--- src/rtl/ea_pkg.sv ---
package ea_pkg;

   typedef enum logic {
      EA_KIND_ADDR = 1'b0,
      EA_KIND_MEM  = 1'b1
   } ea_kind_e;

   typedef enum logic [1:0] {
      EA_SZ_BYTE = 2'b00,
      EA_SZ_HALF = 2'b01,
      EA_SZ_WORD = 2'b10,
      EA_SZ_RSVD = 2'b11
   } ea_size_e;

   localparam int EA_BYTES_W = 3;

   function automatic logic [EA_BYTES_W-1:0] ea_size_onehot(input ea_size_e sz);
      logic [EA_BYTES_W-1:0] oh;
      case (sz)
         EA_SZ_BYTE: oh = 3'b001;
         EA_SZ_HALF: oh = 3'b010;
         EA_SZ_WORD: oh = 3'b100;
         default:    oh = 3'b000;
      endcase
      return oh;
   endfunction

endpackage

--- src/rtl/ea_term_sel.sv ---
module ea_term_sel #(
   parameter int ADDR_W         = 32,
   parameter int SCALE_BY_SHIFT = 1
) (
   input  logic              has_base,
   input  logic [ADDR_W-1:0] base_val,
   input  logic              has_idx,
   input  logic [ADDR_W-1:0] idx_val,
   input  logic [1:0]        scale_code,
   output logic [ADDR_W-1:0] base_term,
   output logic [ADDR_W-1:0] idx_term
);

   logic [ADDR_W-1:0] idx_masked;

   assign base_term  = has_base ? base_val : '0;
   assign idx_masked = has_idx  ? idx_val  : '0;

   generate
      if (SCALE_BY_SHIFT != 0) begin : g_shift
         assign idx_term = idx_masked << scale_code;
      end else begin : g_mult
         logic [ADDR_W-1:0] factor;
         assign factor   = ADDR_W'(1) << scale_code;
         assign idx_term = idx_masked * factor;
      end
   endgenerate

endmodule

--- src/rtl/ea_sum3.sv ---
module ea_sum3 #(
   parameter int ADDR_W    = 32,
   parameter int CSA_FIRST = 1
) (
   input  logic [ADDR_W-1:0] term_a,
   input  logic [ADDR_W-1:0] term_b,
   input  logic [ADDR_W-1:0] term_c,
   output logic [ADDR_W-1:0] sum
);

   generate
      if (CSA_FIRST != 0) begin : g_csa
         logic [ADDR_W-1:0] part_s;
         logic [ADDR_W-1:0] part_c;
         assign part_s = term_a ^ term_b ^ term_c;
         assign part_c = ((term_a & term_b) | (term_a & term_c) | (term_b & term_c)) << 1;
         assign sum    = part_s + part_c;
      end else begin : g_chain
         assign sum = term_a + term_b + term_c;
      end
   endgenerate

endmodule

--- src/rtl/ea_classify.sv ---
module ea_classify
   import ea_pkg::*;
(
   input  ea_kind_e              kind,
   input  logic                  write,
   input  logic                  other_mem,
   input  ea_size_e              size,
   output logic                  illegal,
   output logic                  reg_we,
   output logic                  mem_req,
   output logic                  mem_we,
   output logic [EA_BYTES_W-1:0] mem_bytes
);

   logic is_mem;

   always_comb begin
      is_mem    = (kind == EA_KIND_MEM);
      illegal   = is_mem && (other_mem || (size == EA_SZ_RSVD));
      reg_we    = !is_mem;
      mem_req   = is_mem && !illegal;
      mem_we    = mem_req && write;
      mem_bytes = mem_req ? ea_size_onehot(size) : '0;
   end

endmodule

--- src/rtl/ea_gen.sv ---
module ea_gen
   import ea_pkg::*;
#(
   parameter int ADDR_W         = 32,
   parameter int REG_IDX_W      = 3,
   parameter int SCALE_BY_SHIFT = 1,
   parameter int CSA_FIRST      = 1
) (
   input  logic                 clk,
   input  logic                 rst_n,
   input  logic                 in_valid,
   output logic                 in_ready,
   input  logic                 in_kind,
   input  logic                 in_write,
   input  logic                 in_other_mem,
   input  logic                 in_has_base,
   input  logic [ADDR_W-1:0]    in_base,
   input  logic                 in_has_idx,
   input  logic [ADDR_W-1:0]    in_idx,
   input  logic [1:0]           in_scale,
   input  logic [ADDR_W-1:0]    in_disp,
   input  logic [1:0]           in_size,
   input  logic [REG_IDX_W-1:0] in_dst,
   output logic                 out_valid,
   input  logic                 out_ready,
   output logic [ADDR_W-1:0]    out_addr,
   output logic                 out_illegal,
   output logic                 out_reg_we,
   output logic [REG_IDX_W-1:0] out_reg_idx,
   output logic [ADDR_W-1:0]    out_reg_data,
   output logic                 out_mem_req,
   output logic                 out_mem_we,
   output logic [2:0]           out_mem_bytes
);

   localparam int MAX_SHIFT = 3;

   generate
      if (ADDR_W < 8 || ADDR_W > 64) begin : g_bad_addr_w
         $error("ea_gen: ADDR_W must lie in 8..64");
      end
      if (REG_IDX_W < 1) begin : g_bad_idx_w
         $error("ea_gen: REG_IDX_W must be at least 1");
      end
      if (ADDR_W <= MAX_SHIFT) begin : g_bad_shift
         $error("ea_gen: ADDR_W too narrow for the largest scale");
      end
   endgenerate

   logic [ADDR_W-1:0]     base_term;
   logic [ADDR_W-1:0]     idx_term;
   logic [ADDR_W-1:0]     ea_sum;
   logic                  c_illegal;
   logic                  c_reg_we;
   logic                  c_mem_req;
   logic                  c_mem_we;
   logic [EA_BYTES_W-1:0] c_bytes;
   logic                  take;

   ea_term_sel #(
      .ADDR_W         (ADDR_W),
      .SCALE_BY_SHIFT (SCALE_BY_SHIFT)
   ) u_terms (
      .has_base   (in_has_base),
      .base_val   (in_base),
      .has_idx    (in_has_idx),
      .idx_val    (in_idx),
      .scale_code (in_scale),
      .base_term  (base_term),
      .idx_term   (idx_term)
   );

   ea_sum3 #(
      .ADDR_W    (ADDR_W),
      .CSA_FIRST (CSA_FIRST)
   ) u_sum (
      .term_a (base_term),
      .term_b (idx_term),
      .term_c (in_disp),
      .sum    (ea_sum)
   );

   ea_classify u_cls (
      .kind      (ea_kind_e'(in_kind)),
      .write     (in_write),
      .other_mem (in_other_mem),
      .size      (ea_size_e'(in_size)),
      .illegal   (c_illegal),
      .reg_we    (c_reg_we),
      .mem_req   (c_mem_req),
      .mem_we    (c_mem_we),
      .mem_bytes (c_bytes)
   );

   logic                  q_valid;
   logic [ADDR_W-1:0]     q_addr;
   logic                  q_illegal;
   logic                  q_reg_we;
   logic [REG_IDX_W-1:0]  q_dst;
   logic                  q_mem_req;
   logic                  q_mem_we;
   logic [EA_BYTES_W-1:0] q_bytes;

   assign in_ready = !q_valid || out_ready;
   assign take     = in_valid && in_ready;

   always_ff @(posedge clk or negedge rst_n) begin
      if (!rst_n) begin
         q_valid   <= 1'b0;
         q_addr    <= '0;
         q_illegal <= 1'b0;
         q_reg_we  <= 1'b0;
         q_dst     <= '0;
         q_mem_req <= 1'b0;
         q_mem_we  <= 1'b0;
         q_bytes   <= '0;
      end else if (in_ready) begin
         q_valid <= in_valid;
         if (take) begin
            q_addr    <= ea_sum;
            q_illegal <= c_illegal;
            q_reg_we  <= c_reg_we;
            q_dst     <= in_dst;
            q_mem_req <= c_mem_req;
            q_mem_we  <= c_mem_we;
            q_bytes   <= c_bytes;
         end
      end
   end

   assign out_valid     = q_valid;
   assign out_addr      = q_addr;
   assign out_illegal   = q_valid && q_illegal;
   assign out_reg_we    = q_valid && q_reg_we;
   assign out_reg_idx   = q_dst;
   assign out_reg_data  = out_reg_we ? q_addr : '0;
   assign out_mem_req   = q_valid && q_mem_req;
   assign out_mem_we    = q_valid && q_mem_we;
   assign out_mem_bytes = q_valid ? q_bytes : '0;

endmodule

--- config.mk ---
export PLATFORM = sky130hd
export DESIGN_NAME = ea_gen
export DESIGN_NICKNAME = d
export VERILOG_FILES = /design/src/rtl/ea_pkg.sv /design/src/rtl/ea_term_sel.sv /design/src/rtl/ea_sum3.sv /design/src/rtl/ea_classify.sv /design/src/rtl/ea_gen.sv
export SDC_FILE = /design/constraint.sdc
export NUM_CORES = 1
export LEC_CHECK = 0
export CAP_MARGIN = 20
export CORE_UTILIZATION = 40
export CTS_BUF_LIST = sky130_fd_sc_hd__clkbuf_16
export CTS_CLUSTER_DIAMETER = 100
export CTS_CLUSTER_SIZE = 14
export DETAILED_ROUTE_END_ITERATION = 12
export DONT_BUFFER_PORTS = 1
export RECOVER_POWER = 50
export SLEW_MARGIN = 20
export SYNTH_ARGS = -nofsm -noshare
export SYNTH_HDL_FRONTEND = slang
export SYNTH_HIERARCHICAL = 1
export SYNTH_SLANG_ARGS = --single-unit
--- constraint.sdc ---
create_clock -name clk -period 3.1 [get_ports clk]
set_clock_uncertainty 0.05 [all_clocks]
set_input_delay 0.465 -clock clk [delete_from_list [all_inputs] [get_ports clk]]
set_output_delay 0.465 -clock clk [all_outputs]
set_load 0.05 [all_outputs]
==> flow_summary.yaml, run 1 <==
sta:
  relSlewSlack_pct: -28.5
  setup_viol: 3
  drv_slew: 44
  timing.fmax_ghz: 0.315
  tightest_slew_ns: 1.93
  finalSetupTns_ns: -0.122
  hold_violations: 0
  rsz0062_at_grt: "yes"
  hold-worst-slack_ns: 0.244
  setup_ws_ns: -0.0714
  fin_crit_sh_pct: 102
  min_period_ns: 3.17
run_status:
  violations: "capacitance limit, slew limit, setup timing"
  status: "finished, violations left"
yosys:
  synth-seq-cells: 43
  synth_edf_count: 0
  synth_commonest_cells: "43 x dfrtp_1, 40 x and2_1, 40 x mux2_4, 33 x and3_1"
  synth_top_area_share_pct: 20.1
  synth-warning-count: 6
  synthArstFlopShare_pct: 100
  syn_nets: 705
  syn_area_um2: 5360
  synth_top_cell_by_area: "dfrtp_1"
  synth_flop_cell: "dfrtp_1"
  yosysSeqAreaShare_pct: 20.1
  synth_cell_types: 60
  synth.area.top_cells: "dfrtp_1 20%, fa_1 12%, mux2_4 11%"
  syn_inst: 531
  avgSynthCellArea_um2: 10.1
  synth_most_common_cell: "dfrtp_1"
setup_path:
  path_cells: "nand2b_4 > buf_12 > nor2_4 > fa_1 > ha_4 > fa_2 > a21oi_2 > o211ai_2 > nand2_2 > o31ai_4 > a2111oi_4 > nor3_2 > xnor2_1 > mux2_4"
  critPathMaxFanout: 7
  r2r_slack_ns: 1.30
  reg2reg_to: "out_addr[21]"
  max_stage_delay_ns: 0.46
  worst-endpoint-arrival_ns: 3.29
  reg2reg_from: "out_valid"
  startpoint_type: "input port"
  crit_required_ns: 3.21
  critPathCaptureType: "register"
  crit_type: "in2reg"
  r2r_cells: 3
  cpMaxStageDelayCell: "fa_1"
routing:
  dr_total_vias: 4276
  viasPerCell: 5.45
  finalWirelength_um: 14200
  wl_met2_um: 6600
  dr.pass1.iters: 4
  route.detailed.drc: 0
  drtIter0Drc: 167
  wl_per_cell_um: 18.1
  highest_layer: "met4"
  drtAntennaViolNets: 0
  wl_met1_um: 6870
  met3_length_um: 620
placement:
  placed_area_um2: 6250
  globalplace.congestion: 0.878
  dpl.hpwl_um: 11400
  port_buffers: 0
clocking:
  clk_latency_ns: 0.28
  numCtsBuffers: 5
  cts.sinks: 43
  clkTransAtPathRegs_ns: 0.06
  clk_path_buf_depth: 2
  cts_max_level: 2
  cts_root_buf: "clkbuf_16"
  tritoncts: "yes"
global_routing:
  antenna_found_initial: 0
  first_global_vias: 4337
  grt_pass1_wl_um: 22700
  grt_max_degree: 44
  grt-ovfl-total: 0
  grt_use_total_pct: 20.3
cells_and_area:
  seq_area_um2: 1080
  nets: 786
  final_area_um2: 7010
  n_fill_cell: 1127
  syn2layout_area_growth_pct: 30.7
  diodes: 0
  drive_gt1_share_pct: 43.9
  finish.utilization_pct: 54.6
  multi_input_area_um2: 4610
power:
  irDropWorstVdd_mv: 0.281
  finalPower_w: 0.00482
  powerDensity_nw_per_um2: 688
  power_leakage_nw: 3.18
floorplanning:
  die_h_um: 118
  die_area_um2: 13900
  coreArea_um2: 12800
  io_pins: 188
  die_x_um: 118
  placementRows: 41
  start_util_pct: 41.8
hold_path:
  hold_path_depth: 1
  hp-class: "in2reg"
  hold_path_end: "out_valid"
  hold_start: "in_valid"
flow_run:
  drv_cap: 1
==> where the power goes <==
group	leakage, nW	switching, W	internal (W)	total, W
registers	0.513	0.00102	0.000764	0.00178
logic	2.59	0.00132	0.00124	0.00256
clock network	0.0762	0.000194	0.000291	0.000485
total	3.18	0.00253	0.00230	0.00482
==> final cells by class <==
type / instances / share of cell area, %
multi-input combinational: 434 / 65.8
sequential: 43 / 15.4
timing repair buffer: 109 / 12.8
tap: 172 / 3.07
clock buffer: 5 / 1.79
inverter: 19 / 1.02
clock inverter: 3 / 0.179
==> stage by stage <==
stage          cells  setup WS (ns)
6_report         785        -0.0714
5_1_grt          785         -0.157
2_1_floorplan    531         -0.339
3_5_place_dp     765         -0.479
4_1_cts          781        -0.0562
3_3_place_gp     765         -0.377
==> per-layer routing <==
metal / global-route usage (%) / vias up
li1: - / 2077
met1: 28.9 / 2051
met2: 32.9 / 142
met3: 2.71 / 6
met4: 3.85 / 0
met5: 0 / -
==> registers in the layout, indices dropped and copies added, names as in the netlist <==
name and flops:
out_reg_idx 3, q_reg_we 1, q_bytes 3, out_valid 1, out_addr 32, q_mem_req 1, q_illegal 1, q_mem_we 1
==> cells in the final DEF, fill, tap and decap left out, drive strengths merged, types with 2 or more instances in the layout <==
cell	Yosys	layout
o31ai	3	3
clkbuf	17	5
a311oi	2	2
mux2	42	42
dfrtp	43	43
xnor2	18	18
fa	32	32
nor3b	3	3
a31oi	6	6
inv	19	21
buf	18	107
a211oi	4	4
o22ai	29	29
nand3	4	4
ha	30	30
a21oi	34	34
o21ai	21	21
nor3	7	7
and2	41	41
o21bai	5	5
nand2	26	26
xor2	14	14
nand4	10	10
nand2b	3	3
nor2	14	14
and3	33	33
mux2i	32	32
a21o	7	7
nor2b	2	2
==> cell families after synthesis <==
group	Yosys count	synth area share (%)
buffers and inverters	54	6.67
flip-flops	43	20.1
AO/OA/AOI/OAI	120	15.4
multiplexers	74	17.6
AND/OR/NAND/NOR	146	16.1
adder cells (fa/ha/maj)	62	18.9
XOR/XNOR	32	5.23
==> how the worst max path moves through the flow <==
| stage | from | to |
|---|---|---|
| finish | in_scale[1] | out_addr[31] |
| global route | in_scale[1] | out_addr[31] |
| CTS | in_scale[1] | out_addr[19] |
| detailed placement | in_scale[1] | out_addr[30] |
| global placement | in_scale[1] | out_addr[25] |
| floorplan | in_scale[0] | out_addr[31] |
==> timing repair <==
item                                   4_1_cts  5_1_grt
gates resized for setup                     54       38
pin swaps                                   38       23
hold buffers                                 2        0
cloned                                       2        0
setup endpoints to repair                   13       14
endpoints found under the hold margin       43        0
setup buffers                                4        4
==> worst max-delay path, delay by kind of cell <==
family	cells	cell delay, ns
adder cells (fa/ha/maj)	3	0.99
AO/OA/AOI/OAI	4	0.76
AND/OR/NAND/NOR	4	0.50
multiplexers	1	0.27
buffers and inverters	1	0.18
XOR/XNOR	1	0.13
Note: power is estimated with default switching activity, not from simulation.
==> run 2: changes to the inputs <==
--- a/constraint.sdc
+++ b/constraint.sdc
@@ -3,3 +3,3 @@
 set_input_delay 0.465 -clock clk [delete_from_list [all_inputs] [get_ports clk]]
 set_output_delay 0.465 -clock clk [all_outputs]
-set_load 0.05 [all_outputs]
+set_load 0.02 [all_outputs]
==> flow_summary.yaml, run 2 (synthesis gave the netlist of run 1 again) <==
run_status:
  status: "finished, violations left"
  violations: "capacitance limit, slew limit, setup timing"
setup_path:
  startpoint_type: "input port"
  crit_type: "in2reg"
  cpLargestDelayFamily: "compound AO/OA/AOI/OAI gates"
  worstSetupStartpoint: "in_scale[1]"
  r2r_slack_ns: 1.29
  max_stage_delay_ns: 0.46
  path_buf_inv: 1
  cpMaxStageDelayCell: "fa_1"
  reg2reg_to: "out_addr[21]"
  critPathCaptureType: "register"
  r2r_cells: 3
  cp.depth: 13
  reg2reg_from: "out_valid"
  crit_required_ns: 3.22
  worst-endpoint-arrival_ns: 3.26
  cp-endpoint: "out_addr[31]"
  critPathMaxFanout: 13
  path_cells: "nand2b_4 > buf_16 > o22ai_1 > fa_1 > ha_1 > a21oi_1 > o21ai_1 > a31oi_1 > o21bai_2 > a2111oi_4 > nor3_2 > xnor2_1 > mux2_4"
sta:
  hold_violations: 0
  timing.fmax_ghz: 0.318
  tightest_slew_ns: 2.30
  drv_slew: 44
  rsz0062_at_grt: "yes"
  setup_viol: 4
  hold-worst-slack_ns: 0.243
  relSlewSlack_pct: -53.6
  fin_crit_sh_pct: 101
  min_period_ns: 3.14
  setup_ws_ns: -0.0439
routing:
  drtAntennaViolNets: 0
  viasPerCell: 5.42
  route.detailed.drc: 0
  dr_total_vias: 4273
  wl_per_cell_um: 18.5
  dr.pass1.iters: 4
  finalWirelength_um: 14600
  drtIter0Drc: 147
power:
  irDropWorstVdd_mv: 0.203
  powerDensity_nw_per_um2: 592
  finalPower_w: 0.00412
  power_leakage_nw: 3.17
clocking:
  cts.sinks: 43
  cts_root_buf: "clkbuf_16"
  clk_latency_ns: 0.28
  clkTransAtPathRegs_ns: 0.06
  tritoncts: "yes"
  clk_path_buf_depth: 2
  numCtsBuffers: 5
  cts_max_level: 2
flow_run:
  drv_cap: 1
floorplanning:
  die_area_um2: 13900
  coreArea_um2: 12800
  die_h_um: 118
  io_pins: 188
  start_util_pct: 41.8
  placementRows: 41
  die_x_um: 118
cells_and_area:
  finish.utilization_pct: 54.3
  nets: 789
  syn2layout_area_growth_pct: 29.9
  diodes: 0
  drive_gt1_share_pct: 43.3
  final_area_um2: 6970
  final_common_cell: "buf_4"
  multi_input_area_um2: 4550
  seq_area_um2: 1080
  n_fill_cell: 1134
  largest_register_ffs: 32
  layout_common_cells: "105 x buf_4, 43 x dfrtp_1, 40 x and2_1, 40 x mux2_4, 33 x and3_1"
placement:
  placed_area_um2: 6250
  port_buffers: 0
  place_ws_ns: -0.491
  dpl.hpwl_um: 11700
  globalplace.congestion: 0.876
global_routing:
  grt_use_total_pct: 20.9
  antenna_found_initial: 0
  grt_pass1_wl_um: 23400
  first_global_vias: 4521
  grt-ovfl-total: 0
  grt_max_degree: 44
hold_path:
  hp-class: "in2reg"
run 2: report_power, final:
group | total, W | internal [W] | switching (W)
sequential | 0.00131 | 0.000777 | 0.000529
combinational | 0.00231 | 0.00124 | 0.00107
clock | 0.000503 | 0.000296 | 0.000207
total | 0.00412 | 0.00232 | 0.00181
run 2: through the flow:
step                std cells  TNS [ns]
floorplan                 531     -1.83
global placement          764     -5.09
detailed placement        764     -7.27
CTS                       785    -0.218
global route              788     -4.55
finish                    788   -0.0818
run 2: timing repair:
| action | CTS | global route |
|---|---|---|
| pin swaps | 23 | 31 |
| gates cloned | 2 | 0 |
| resized for setup | 51 | 32 |
| setup endpoints to repair | 13 | 16 |
| buffers inserted | 9 | 4 |
| hold buffers | 2 | 0 |
| hold endpoints to repair | 43 | 0 |
run 2: how the worst min path moves through the flow:
stage	from	to	slack (ns)	cells after the start
3_3_place_gp	rst_n	out_addr[1]	0.12	0
5_1_grt	in_valid	out_valid	0.26	1
6_report	in_valid	out_valid	0.24	1
3_5_place_dp	rst_n	out_reg_idx[2]	0.12	0
4_1_cts	in_valid	out_valid	0.24	1
2_1_floorplan	rst_n	out_addr[0]	0.12	0
run 2: worst register-to-register path: cells and delay by family, from the launching register on:
family	cells	cell delay, ns
flip-flops	1	0.67
multiplexers	1	0.40
AND/OR/NAND/NOR	2	0.57
run 2: layout make-up:
class / instances / area share, %
Clock buffer: 5 / 1.80
Tap cell: 172 / 3.09
Multi-Input combinational cell: 434 / 65.3
Sequential cell: 43 / 15.4
Inverter: 19 / 1.02
Clock inverter: 3 / 0.287
Timing Repair Buffer: 112 / 13.0
run 2: routing by layer:
layer / share of wire (%) / track usage [%] / vias to the layer above
met2: 47 / 34.1 / 141
met1: 48 / 29.3 / 2045
met3: 4.5 / 2.42 / 6
met5: 0 / 0 / -
li1: - / - / 2081
met4: 0.80 / 4.97 / 0
